**src/rtl/ssnf_pkg.sv**
```systemverilog
package ssnf_pkg;
  typedef enum logic [2:0] {
    ST_IDLE       = 3'd0,
    ST_HLOCK      = 3'd1,
    ST_NSEL       = 3'd2,
    ST_HLOCK_NSEL = 3'd3,
    ST_NTX        = 3'd4
  } bufState_e;

  typedef struct packed {
    logic advance;   // slot boundary: step selected/transmitting states
    logic applySa;   // search yielded a null frame: select picked buffers
  } slotStrobe_t;
endpackage

```
**src/rtl/ssnf_match_dp.sv**
```systemverilog
module ssnf_match_dp
  import ssnf_pkg::*;
#(
  parameter int NUM_BUF   = 4,
  parameter int FID_W     = 11,
  parameter int IDX_W     = 2,
  parameter int SEL_LIMIT = 2
) (
  input  logic                     clk,
  input  logic                     rstN,
  input  slotStrobe_t              strobe,
  input  logic [FID_W-1:0]         nextSlot,
  input  logic [NUM_BUF*FID_W-1:0] bufFid,
  input  logic [NUM_BUF-1:0]       bufChA,
  input  logic [NUM_BUF-1:0]       bufCommit,
  input  logic [NUM_BUF-1:0]       bufLock,
  input  logic [NUM_BUF-1:0]       bufFiltEn,
  input  logic [NUM_BUF-1:0]       bufCycMatch,
  output logic                     owned,
  output logic                     anyElig,
  output logic [IDX_W-1:0]         firstIdx,
  output logic [NUM_BUF*3-1:0]     bufStateFlat
);
  localparam int CNT_W = $clog2(NUM_BUF + 1) + 1;

  logic [NUM_BUF-1:0] hit, elig, nullCond, pick;

  for (genvar g = 0; g < NUM_BUF; g++) begin : gBuf
    bufState_e cur, nxt;
    logic restOk;

    assign hit[g]  = bufChA[g] && (bufFid[g*FID_W +: FID_W] == nextSlot);
    assign elig[g] = hit[g] && bufCommit[g] && !bufLock[g] &&
                     (!bufFiltEn[g] || bufCycMatch[g]);
    assign restOk  = (cur == ST_IDLE) || (cur == ST_HLOCK);
    assign nullCond[g] = hit[g] && !elig[g] && restOk;

    always_comb begin
      nxt = cur;
      if (strobe.advance) begin
        case (cur)
          ST_NSEL, ST_HLOCK_NSEL: nxt = ST_NTX;
          ST_NTX:   nxt = bufLock[g] ? ST_HLOCK : ST_IDLE;
          ST_IDLE:  nxt = (strobe.applySa && pick[g]) ? ST_NSEL :
                          (bufLock[g] ? ST_HLOCK : ST_IDLE);
          ST_HLOCK: nxt = (strobe.applySa && pick[g]) ? ST_HLOCK_NSEL :
                          (bufLock[g] ? ST_HLOCK : ST_IDLE);
          default:  nxt = ST_IDLE;
        endcase
      end else begin
        case (cur)
          ST_IDLE, ST_HLOCK:      nxt = bufLock[g] ? ST_HLOCK : ST_IDLE;
          ST_NSEL, ST_HLOCK_NSEL: nxt = bufLock[g] ? ST_HLOCK_NSEL : ST_NSEL;
          ST_NTX:                 nxt = ST_NTX;
          default:                nxt = ST_IDLE;
        endcase
      end
    end

    always_ff @(posedge clk) begin
      if (!rstN) cur <= ST_IDLE;
      else       cur <= nxt;
    end

    assign bufStateFlat[g*3 +: 3] = cur;
  end

  // Pick the lowest-index buffers meeting a null condition, up to SEL_LIMIT.
  always_comb begin
    logic [CNT_W-1:0] cnt;
    cnt  = '0;
    pick = '0;
    for (int i = 0; i < NUM_BUF; i++) begin
      if (nullCond[i] && (cnt < CNT_W'(SEL_LIMIT))) begin
        pick[i] = 1'b1;
        cnt     = cnt + 1'b1;
      end
    end
  end

  // Lowest eligible index wins the data frame.
  always_comb begin
    firstIdx = '0;
    for (int i = NUM_BUF - 1; i >= 0; i--) begin
      if (elig[i]) firstIdx = IDX_W'(i);
    end
  end

  assign owned   = |hit;
  assign anyElig = |elig;
endmodule

```
**src/rtl/ssnf_ctrl.sv**
```systemverilog
module ssnf_ctrl
  import ssnf_pkg::*;
#(
  parameter int IDX_W = 2
) (
  input  logic             clk,
  input  logic             rstN,
  input  logic             slotStart,
  input  logic             owned,
  input  logic             anyElig,
  input  logic [IDX_W-1:0] firstIdx,
  output slotStrobe_t      strobe,
  output logic             nullTx,
  output logic             dataTx,
  output logic [IDX_W-1:0] dataIdx
);
  logic             pendOwned, pendData;
  logic [IDX_W-1:0] pendIdx;

  assign strobe.advance = slotStart;
  assign strobe.applySa = slotStart && owned && !anyElig;

  always_ff @(posedge clk) begin
    if (!rstN) begin
      pendOwned <= 1'b0;
      pendData  <= 1'b0;
      pendIdx   <= '0;
      nullTx    <= 1'b0;
      dataTx    <= 1'b0;
      dataIdx   <= '0;
    end else begin
      nullTx <= slotStart && pendOwned && !pendData;
      dataTx <= slotStart && pendOwned && pendData;
      if (slotStart) begin
        dataIdx   <= pendIdx;
        pendOwned <= owned;
        pendData  <= anyElig;
        pendIdx   <= firstIdx;
      end
    end
  end
endmodule

```
**src/rtl/ssnf_slot_null.sv**
```systemverilog
module ssnf_slot_null
  import ssnf_pkg::*;
#(
  parameter int NUM_BUF = 4,
  parameter int FID_W   = 11,
  localparam int IDX_W  = (NUM_BUF > 1) ? $clog2(NUM_BUF) : 1
) (
  input  logic                     clk,
  input  logic                     rstN,
  input  logic                     slotStart,
  input  logic [FID_W-1:0]         nextSlot,
  input  logic [NUM_BUF*FID_W-1:0] bufFid,
  input  logic [NUM_BUF-1:0]       bufChA,
  input  logic [NUM_BUF-1:0]       bufCommit,
  input  logic [NUM_BUF-1:0]       bufLock,
  input  logic [NUM_BUF-1:0]       bufFiltEn,
  input  logic [NUM_BUF-1:0]       bufCycMatch,
  output logic                     nullTx,
  output logic                     dataTx,
  output logic [IDX_W-1:0]         dataIdx,
  output logic [NUM_BUF*3-1:0]     bufState
);
  slotStrobe_t      strobe;
  logic             owned, anyElig;
  logic [IDX_W-1:0] firstIdx;

  ssnf_ctrl #(.IDX_W(IDX_W)) ctrl_i (
    .clk(clk), .rstN(rstN), .slotStart(slotStart),
    .owned(owned), .anyElig(anyElig), .firstIdx(firstIdx),
    .strobe(strobe), .nullTx(nullTx), .dataTx(dataTx), .dataIdx(dataIdx)
  );

  ssnf_match_dp #(.NUM_BUF(NUM_BUF), .FID_W(FID_W), .IDX_W(IDX_W), .SEL_LIMIT(2)) dp_i (
    .clk(clk), .rstN(rstN), .strobe(strobe), .nextSlot(nextSlot),
    .bufFid(bufFid), .bufChA(bufChA), .bufCommit(bufCommit), .bufLock(bufLock),
    .bufFiltEn(bufFiltEn), .bufCycMatch(bufCycMatch),
    .owned(owned), .anyElig(anyElig), .firstIdx(firstIdx), .bufStateFlat(bufState)
  );
endmodule

```
**config.mk**
```make
export PLATFORM = sky130hd
export DESIGN_NAME = ssnf_slot_null
export DESIGN_NICKNAME = d
export VERILOG_FILES = /design/src/rtl/ssnf_pkg.sv /design/src/rtl/ssnf_match_dp.sv /design/src/rtl/ssnf_ctrl.sv /design/src/rtl/ssnf_slot_null.sv
export SDC_FILE = /design/constraint.sdc
export NUM_CORES = 1
export LEC_CHECK = 0
export ABC_AREA = 1
export BUFFER_PORTS_ARGS = -buffer_cell sky130_fd_sc_hd__buf_4
export CAP_MARGIN = 20
export CORE_ASPECT_RATIO = 0.9
export CORE_MARGIN = 3
export CORE_UTILIZATION = 47
export DETAILED_ROUTE_END_ITERATION = 6
export GPL_TIMING_DRIVEN = 0
export PLACE_DENSITY_LB_ADDON = 0.25
export SETUP_SLACK_MARGIN = 0.02
export SKIP_LAST_GASP = 1
export SLEW_MARGIN = 20
export SYNTH_ARGS = -nofsm -noshare
export SYNTH_HDL_FRONTEND = slang
export SYNTH_HIERARCHICAL = 1
export SYNTH_SLANG_ARGS = --single-unit
```
**constraint.sdc**
```tcl
create_clock -name clk -period 2.6 [get_ports clk]
set_input_delay 0.26 -clock clk [delete_from_list [all_inputs] [get_ports clk]]
set_output_delay 0.26 -clock clk [all_outputs]
set_load 0.05 [all_outputs]
```
# Word-level counts from Yosys, hierarchy flattened
# Index checks and enable logic that the tools add are counted.
[totals] ff_bits=20 latch_bits=0 ramBits=0 mem_bits_ro=0 inputBits=78 wordCells=146 mem_count=0
[classes] add_sub_neg=2 multipliers=0 div=0 order_cmp=3 eq_ne=20 shift=0 mux=39 bitwise=0 reduce_logical=72
[ops] cell="one-hot mux 3 bit (4 select lines)" count=4
[ops] cell="equality test 11 bit" count=4
[ops] cell="logical AND 1 bit" count=36
[ops] cell="2-to-1 mux 3 bit" count=12
[ops] cell="one-hot mux 3 bit (3 select lines)" count=4
[ops] cell="equality test 3 x 2 -> 1 bit, second input constant" count=8
[ops] cell="OR reduction 2 bit" count=8
[ops] cell="zero test 1 bit" count=14
[ops] cell="2-to-1 mux 1 bit" count=13
[ops] cell="equality test 3 x 1 -> 1 bit, second input constant" count=4
[ops] cell="equality test 3 bit, second input constant" count=4
[ops] cell="zero test 3 bit" count=4
[ops] cell="logical OR 1 bit" count=8
[ops] cell="< comparator 4 x 2 -> 1 bit, second input constant" count=2
[ops] cell="2-to-1 mux 2 bit" count=4
[ops] cell="2-to-1 mux 4 bit" count=2
[ops] cell="OR reduction 4 bit" count=2
[ops] cell="adder 4 x 1 -> 4 bit, second input constant" count=1
[ops] cell="adder 1 x 1 -> 2 bit, second input constant" count=1
[ops] cell="< comparator 1 x 2 -> 1 bit, second input constant" count=1

# Logic depth before layout (Yosys ltp)
# Gate-level depths: netlist of the first run.
[depth] ltp_word=22 mapped_depth=20 depth_no_buf=20

# By module
# Netlist of the first run, hierarchy kept.
[modules_own_cells] mod="ssnf_match_dp" n_inst=1 cells_per_inst=343 area_per_inst_um2=1680.4
[modules_own_cells] mod="ssnf_ctrl" n_inst=1 cells_per_inst=37 area_per_inst_um2=290.3

# Least setup slack after synthesis of the first run
# Ideal clock, no wire load.
[synth_path] kind="in2reg" startpoint="input nextSlot[8]" endpoint="register dp_i.gBuf[3].cur[0]" setup_time_ns=0.072 arrival_ns=1.894 required_ns=2.528 slack_ns=0.634 cell_stages=18 n_path_buf=1 path_cell_list="buf_4 xnor2_1 nand2_1 nor2_1 and2_4 nand2_1 o21ai_0 inv_1 nand3_1 nor2_1 nand4_1 nor2_2 nand2_1 nand2_1 nand2_1 nand2_1 nand2_1 a21oi_1"
[synth_lines] item="from (decl)" line_no="ssnf_slot_null.sv:11" text="input logic [FID_W-1:0] nextSlot,"
[synth_lines] item="to (signal assigned)" line_no="ssnf_match_dp.sv:62" text="else cur <= nxt;"
[synth_lines] item="to (decl)" line_no="ssnf_match_dp.sv:29" text="bufState_e cur, nxt;"

==> results of run 1 <==
==> worst paths after layout <==
| path | startpoint | end | cells past startpoint |
|---|---|---|---|
| worst max-delay path | nextSlot[5] | dp_i/gBuf[3].cur[0] | 21 |
| worst min-delay path | slotStart | ctrl_i/dataTx | 3 |
| worst max register to register | dp_i/gBuf[1].cur[1] | dp_i/gBuf[3].cur[0] | 13 |
| worst min register to register | ctrl_i/pendData | ctrl_i/nullTx | 1 |
==> power groups by stage <==
stage / Clock (mW) / Sequential [mW] / Combinational [mW]
floorplan: 0 / 0.371 / 0.148
global placement: 0 / 0.336 / 0.328
detailed placement: 0 / 0.337 / 0.336
CTS: 0.316 / 0.330 / 0.337
global route: 0.331 / 0.332 / 0.375
finish: 0.311 / 0.330 / 0.336
==> cell usage after synthesis, drive strengths merged <==
cell,instances
xnor2,8
clkinv,1
clkbuf,1
nand2,152
a211oi,1
a21oi,14
nor3,1
and2,1
nor2,66
ha,2
a22oi,1
o211ai,2
inv,76
buf,4
o21ai,8
nand3,10
nand4,12
dfxtp,20
==> logic make-up (layout without fill, tap and decap cells) <==
| group | count (synthesis) | after routing | synth area share, % |
|---|---|---|---|
| flops | 20 | 20 | 20.32 |
| simple gates | 242 | 242 | 50.48 |
| buf+inv | 82 | 177 | 16.89 |
| compound gates | 26 | 26 | 7.492 |
| xor+xnor | 8 | 8 | 3.556 |
| fa+ha+maj | 2 | 2 | 1.270 |
==> registers in the layout, summed over array words and instances (netlist names) <==
register	flops
ctrl_i/pendIdx	2
ctrl_i/pendData	1
ctrl_i/nullTx	1
ctrl_i/dataIdx	2
ctrl_i/pendOwned	1
ctrl_i/dataTx	1
dp_i/gBuf.cur	12
==> tightest hold or removal path, cell delays in order <==
cell and delay (ps):
buf_6 120, nand3_1 90, nor2_1 40
==> area by class of cell <==
type,instances,area [sq um],share of cell area (%)
repair buffers,91,683.2,24.55
multi-input cells,278,1237,44.47
flip-flops and latches,20,400.4,14.39
clock inverters,1,30.03,1.079
well taps,46,57.56,2.068
plain buffers,5,41.29,1.484
clock buffers,3,41.29,1.484
inverters,77,291.5,10.48
==> metal layers <==
| layer | wire length (microns) | part of all wire (%) |
|---|---|---|
| met5 | 0 | 0 |
| met4 | 37 | 0.66 |
| met3 | 485 | 8.6 |
| met2 | 2711 | 48 |
| met1 | 2407 | 43 |
==> through the flow <==
step                total power [mW]  util, %  hold slack [ps]
global route                   1.038    72.04            275.3
floorplan                     0.5185        -            380.4
detailed placement            0.6729    70.20            432.1
CTS                           0.9829    72.04            282.3
global placement              0.6641    70.20            426.0
finish                        0.9772    72.04            285.2
==> results.ini, run 1 <==
[outcome]
status=finished clean

[sta]
min_period_ps=2144
rsz0062_at_grt=no
setup_violations=0
finalCritPeriodShare_pct=82.46
worst_pin_slew_ps=462.2
clock.fmax_ghz=0.4664
drv_slew=0
maxSlewHeadroom_pct=69.19
finalHoldViolations=0
finalSetupTns_ps=0
fin_worst_skew_ps=7.660
finalWorstSetupSlack_ps=456.1

[synthesis]
synth_top_area_share_pct=28.76
syn-instance-count=380
yosysSeqAreaShare_pct=20.32
synth_nets=460
ys_types=26
synth_area_sq_um=1971
ys_warn_count=6
synth_seq_cells=20
yosys.area.top_type=nand2_1
synth_top_cells_by_area=nand2_1 (29%), dfxtp_1 (20%), inv_1 (13%), nor2_1 (11%), nand4_1 (3.8%)
avgSynthCellArea_sq_um=5.186

[clock_network]
htreeDepth=1
tritoncts=done
cts_setup_buffers=0
cts_made_buffers=3
cts_resized=0
cts_num_sinks=20
ctsHoldBuffers=0
clkSlewWorstSetupHoldPaths_ps=80
clk_latency_ps=260
cts-root-buf=clkbuf_8
cts_max_path_buffers=2

[critical_path]
crit_slowest_cell=nor2_1
end_kind=register
cp_slowest_stage_delay_ps=340
startpoint_type=input pin
critical_path_arrival_ps=2330
path_buf_inv=3
worst_ep_required_time_ps=2790
crit_family=simple AND/OR/NAND/NOR gates
ff2ff_setup_slack_ps=820
path_cells=buf_4, inv_1, nand2_1, nand2_1, nor2_1, nand2_1, nor2_2, and2_4, nand2_1, o21ai_0, inv_1, nand3_1, nor2_1, nand4_1, nor2_2, nand2_1, nand2_1, nand2_1, nand2_1, nand2_1, a21oi_1
crit_type=input pin to register
path_max_fanout=5
cp_common_cell=nand2_1

[global_routing]
grt_pass1_vias=2231
gr-usage-met3_pct=4.018
met2_usage_pct=40.93
grt_pass1_wl_mm=9.032
busiest_layer=met2
overflow=0
grt_util_met1_pct=28.84
antenna_found_initial=0
grt_max_degree=13
gr-usage-all-layers_pct=22.84

[floorplanning]
die_width_microns=74.26
design.die.area_sq_um=5007
rows=21
die_y_microns=67.43
fp.coreArea_sq_um=3862
boundaryPins=94
initial_core_util_pct=51.02

[route]
dr.pass1.iters=4
vias=2475
wl_per_cell_microns=10.83
final_antenna_net_count=0
vias_per_cell=4.750
wirelength_mm=5.641
drc=0
initialDrtViolationCount=135

[cells_and_area]
final_cell_mix=nand2_1 (151), buf_4 (93), inv_1 (69), nor2_1 (60), dfxtp_1 (20)
diodes=0
fillCellCount=362
layout_commonest_cell=nand2_1
fin_area_sq_um=2783
final_layout_size_suffix_gt1_share_pct=24.84
area_growth_syn_to_layout_pct=41.21
fin_cells=521
nets=556

[place]
hpwl_mm=4.864
io_buffer_count=91
pre_cts_ws_ps=215.6
dp.cells=517
dpl_cell_area_sq_um=2711
place_congestion=0.8879

[power_and_ir_drop]
p_int_mw=0.6786
switchingPower_mw=0.2986
swShare_pct=30.56
cellPowerDensity_nw_per_um2=351.2
clockPowerShare_pct=31.8
power_frac_comb_pct=34.4
p_leak_nw=1.648
pwr-share-seq_pct=33.7
peakVddDrop_mv=0.2406

[worst_hold_path]
worstHoldPathType=input pin to register

[flow_run]
maxCapViolCount=0

No activity file was read; power rests on OpenSTA's default activity.
==> run 2, diff against run 1 <==
Settings changed: ABC_AREA 1 to 0, CORE_UTILIZATION 47 to 46.
Clock period 2.6 ns to 2 ns, I/O delays scaled along.
==> results.ini, run 2 <==
[global_routing]
overflow=0  ; unchanged
antenna_found_initial=0  ; unchanged
grt_pass1_wl_mm=8.411  ; was 9.032 mm
grt_max_degree=13  ; unchanged
gr-usage-all-layers_pct=22.03  ; was 22.84%
grt_pass1_vias=1871  ; was 2231

[cells_and_area]
reg_top3=dp_i/gBuf.cur (12), ctrl_i/dataIdx (2), ctrl_i/pendIdx (2)  ; unchanged
nets=401  ; was 556
regMostFlops=dp_i/gBuf.cur  ; unchanged
largest_reg_flops=12  ; unchanged
final_cell_mix=buf_4 (93), xnor2_1 (22), xnor2_2 (20), nor2b_1 (19), dfxtp_1 (16)  ; was nand2_1 (151), buf_4 (93), inv_1 (69), nor2_1 (60), dfxtp_1 (20)
layout_commonest_cell=buf_4  ; was nand2_1
fillCellCount=244  ; was 362
diodes=0  ; unchanged
final_layout_size_suffix_gt1_share_pct=51.56  ; was 24.84%
area_growth_syn_to_layout_pct=64.93  ; was 41.21%

[critical_path]
critical_path_arrival_ps=2610  ; was 2330 ps
crit_type=input pin to register  ; unchanged
path_max_fanout=4  ; was 5
worst_ep_required_time_ps=2180  ; was 2790 ps
startpoint_type=input pin  ; unchanged
end_kind=register  ; unchanged

[clock_network]
clkSlewWorstSetupHoldPaths_ps=80  ; about the same
tritoncts=done  ; unchanged
cts-root-buf=clkbuf_8  ; unchanged
ctsHoldBuffers=0  ; unchanged
cts_made_buffers=3  ; unchanged
htreeDepth=1  ; unchanged
cts_num_sinks=20  ; unchanged
clk_latency_ps=260  ; about the same
cts_max_path_buffers=2  ; unchanged

[synthesis]
synth_seq_cells=20  ; unchanged
synth_top_area_share_pct=21.62  ; was 28.76%
ys_types=45  ; was 26
synth_top_cells_by_area=dfxtp_1 (22%), xnor2_1 (18%), nor2b_1 (6.4%), buf_6 (4.9%), nand4_1 (4.7%)  ; was nand2_1 (29%), dfxtp_1 (20%), inv_1 (13%), nor2_1 (11%), nand4_1 (3.8%)
synth-adder-area-share_pct=1.351  ; was 1.270%
synthSimpleGateAreaFrac_pct=30.68  ; was 50.48%
synthTopCellsByCount=xnor2_1 (39), dfxtp_1 (20), nor2b_1 (19)  ; was nand2_1 (151), inv_1 (69), nor2_1 (60)
yosysMostFrequentCell=xnor2_1  ; was nand2_1
synth_area_sq_um=1852  ; was 1971 sq um
ys_async_sr_fraction_pct=0  ; unchanged
synth_top_family_by_area=simple AND/OR/NAND/NOR gates  ; unchanged
synthMuxAreaShare_pct=4.324  ; was 0%
syn-instance-count=219  ; was 380
synth_nets=299  ; was 460
yosys.area.top_type=dfxtp_1  ; was nand2_1
synth-xor-area-share_pct=23.45  ; was 3.556%
synth_compound_area_share_pct=10.00  ; was 7.492%
ys_warn_count=6  ; unchanged
yosysSeqAreaShare_pct=21.62  ; was 20.32%
synth_edf_count=0  ; unchanged
avgSynthCellArea_sq_um=8.456  ; was 5.186 sq um
synthFlopType=dfxtp_1  ; unchanged

[floorplanning]
rows=21  ; unchanged
die_width_microns=72.88  ; was 74.26 microns
boundaryPins=94  ; unchanged
die_y_microns=66.19  ; was 67.43 microns
fp.coreArea_sq_um=3784  ; was 3862 sq um
initial_core_util_pct=48.94  ; was 51.02%
design.die.area_sq_um=4824  ; was 5007 sq um

[sta]
maxSlewHeadroom_pct=66.63  ; was 69.19%
min_period_ps=2428
setup_violations=6  ; was 0
finalHoldViolations=0  ; unchanged
fin_worst_skew_ps=8.178  ; was 7.660 ps
worst_pin_slew_ps=500.6  ; was 462.2 ps
rsz0062_at_grt=yes  ; was no
clock.fmax_ghz=0.4118
finalHoldWorstSlack_ps=221.6  ; was 285.2 ps
finalCritPeriodShare_pct=121.4
drv_slew=0  ; unchanged
finalWorstSetupSlack_ps=-428.2  ; was 456.1 ps

[power_and_ir_drop]
peakVddDrop_mv=0.2870  ; was 0.2406 mV
p_leak_nw=1.359  ; was 1.648 nW
cellPowerDensity_nw_per_um2=411.2  ; was 351.2 nW/um^2
total_power_mw=1.256  ; was 0.9772 mW

[route]
vias_per_cell=5.724  ; was 4.750
wirelength_mm=6.433  ; was 5.641 mm
wl_per_cell_microns=17.58  ; was 10.83 microns
vias=2095  ; was 2475
initialDrtViolationCount=153  ; was 135
dr.pass1.iters=5  ; was 4
drc=0  ; unchanged
final_antenna_net_count=0  ; unchanged

[flow_run]
maxCapViolCount=0  ; unchanged

[place]
hpwl_mm=4.352  ; was 4.864 mm
place_congestion=0.8471  ; was 0.8879
io_buffer_count=81  ; was 91

[outcome]
status=finished with violations  ; was finished clean
violations=setup timing

[worst_hold_path]
worstHoldPathType=input pin to register  ; unchanged

==> run 2: report_power, final <==
part	leakage, nW	switching [mW]	total, mW	internal (mW)
Sequential	0.164	0.00680	0.409	0.402
Combinational	1.16	0.189	0.441	0.252
Clock	0.0357	0.139	0.406	0.267
Total	1.36	0.335	1.26	0.921
==> run 2: logic make-up (layout without fill, tap and decap cells) <==
family	Yosys count	in the layout
buf+inv	24	125
mux	8	8
compound gates	28	28
fa+ha+maj	2	2
simple gates	93	93
flops	20	20
xor+xnor	44	44
==> run 2: what timing repair did <==
item	CTS	global route
setup buffers	8	9
gates resized for setup	17	27
pin swaps	16	15
cloned	0	0
setup endpoints to repair	4	5
endpoints found under the hold margin	0	0
==> run 2: critical path, stage by stage <==
cell and delay, ps:
buf_12 120, xnor2_4 130, nand4_1 170, nor3_2 80
buf_4 150, a22oi_2 200, nand2_1 100, and3b_2 280
nor4b_4 180, o21ai_1 80, or4_4 430, or3_1 320
a31oi_1 160
==> run 2: metal layers <==
layer	up-vias	share of wire, %	GRT usage [%]
li1	983	-	-
met1	978	38	29.15
met2	118	52	38.85
met3	16	8.1	3.343
met4	0	1.8	2.304
met5	-	0	0
==> run 2: worst paths after layout <==
| check | from | endpoint | slack [ps] | depth (start not counted) |
|---|---|---|---|---|
| worst max-delay path | nextSlot[4] | dp_i/gBuf[3].cur[0] | -430 | 13 |
| worst min-delay path | bufLock[2] | dp_i/gBuf[2].cur[0] | 220 | 2 |
| worst max register to register | dp_i/gBuf[1].cur[1] | dp_i/gBuf[3].cur[0] | -320 | 10 |
| worst min register to register | ctrl_i/pendData | ctrl_i/nullTx | 440 | 1 |
==> run 2: layout make-up <==
type,instances,area (sq um),share of cell area (%)
Multi-Input combinational cell,175,1558,51.00
Timing Repair Buffer,97,747.0,24.46
Sequential cell,20,407.9,13.36
Buffer,16,182.7,5.981
Tap cell,46,57.56,1.884
Clock buffer,3,41.29,1.352
Clock inverter,1,30.03,0.9832
Inverter,8,30.03,0.9832
==> run 2: metrics by stage <==
step	area, sq um	TNS [ps]	worst slack (ps)	utilization, %	cells
5_1_grt	3054	-2032	-505.7	80.72	366
2_1_floorplan	1966	-1291	-400.6	-	219
6_report	3054	-1671	-428.2	80.72	366
4_1_cts	2851	-1166	-340.1	75.36	358
3_3_place_gp	2631	-2672	-696.0	69.54	346
3_5_place_dp	2631	-2836	-733.0	69.54	346
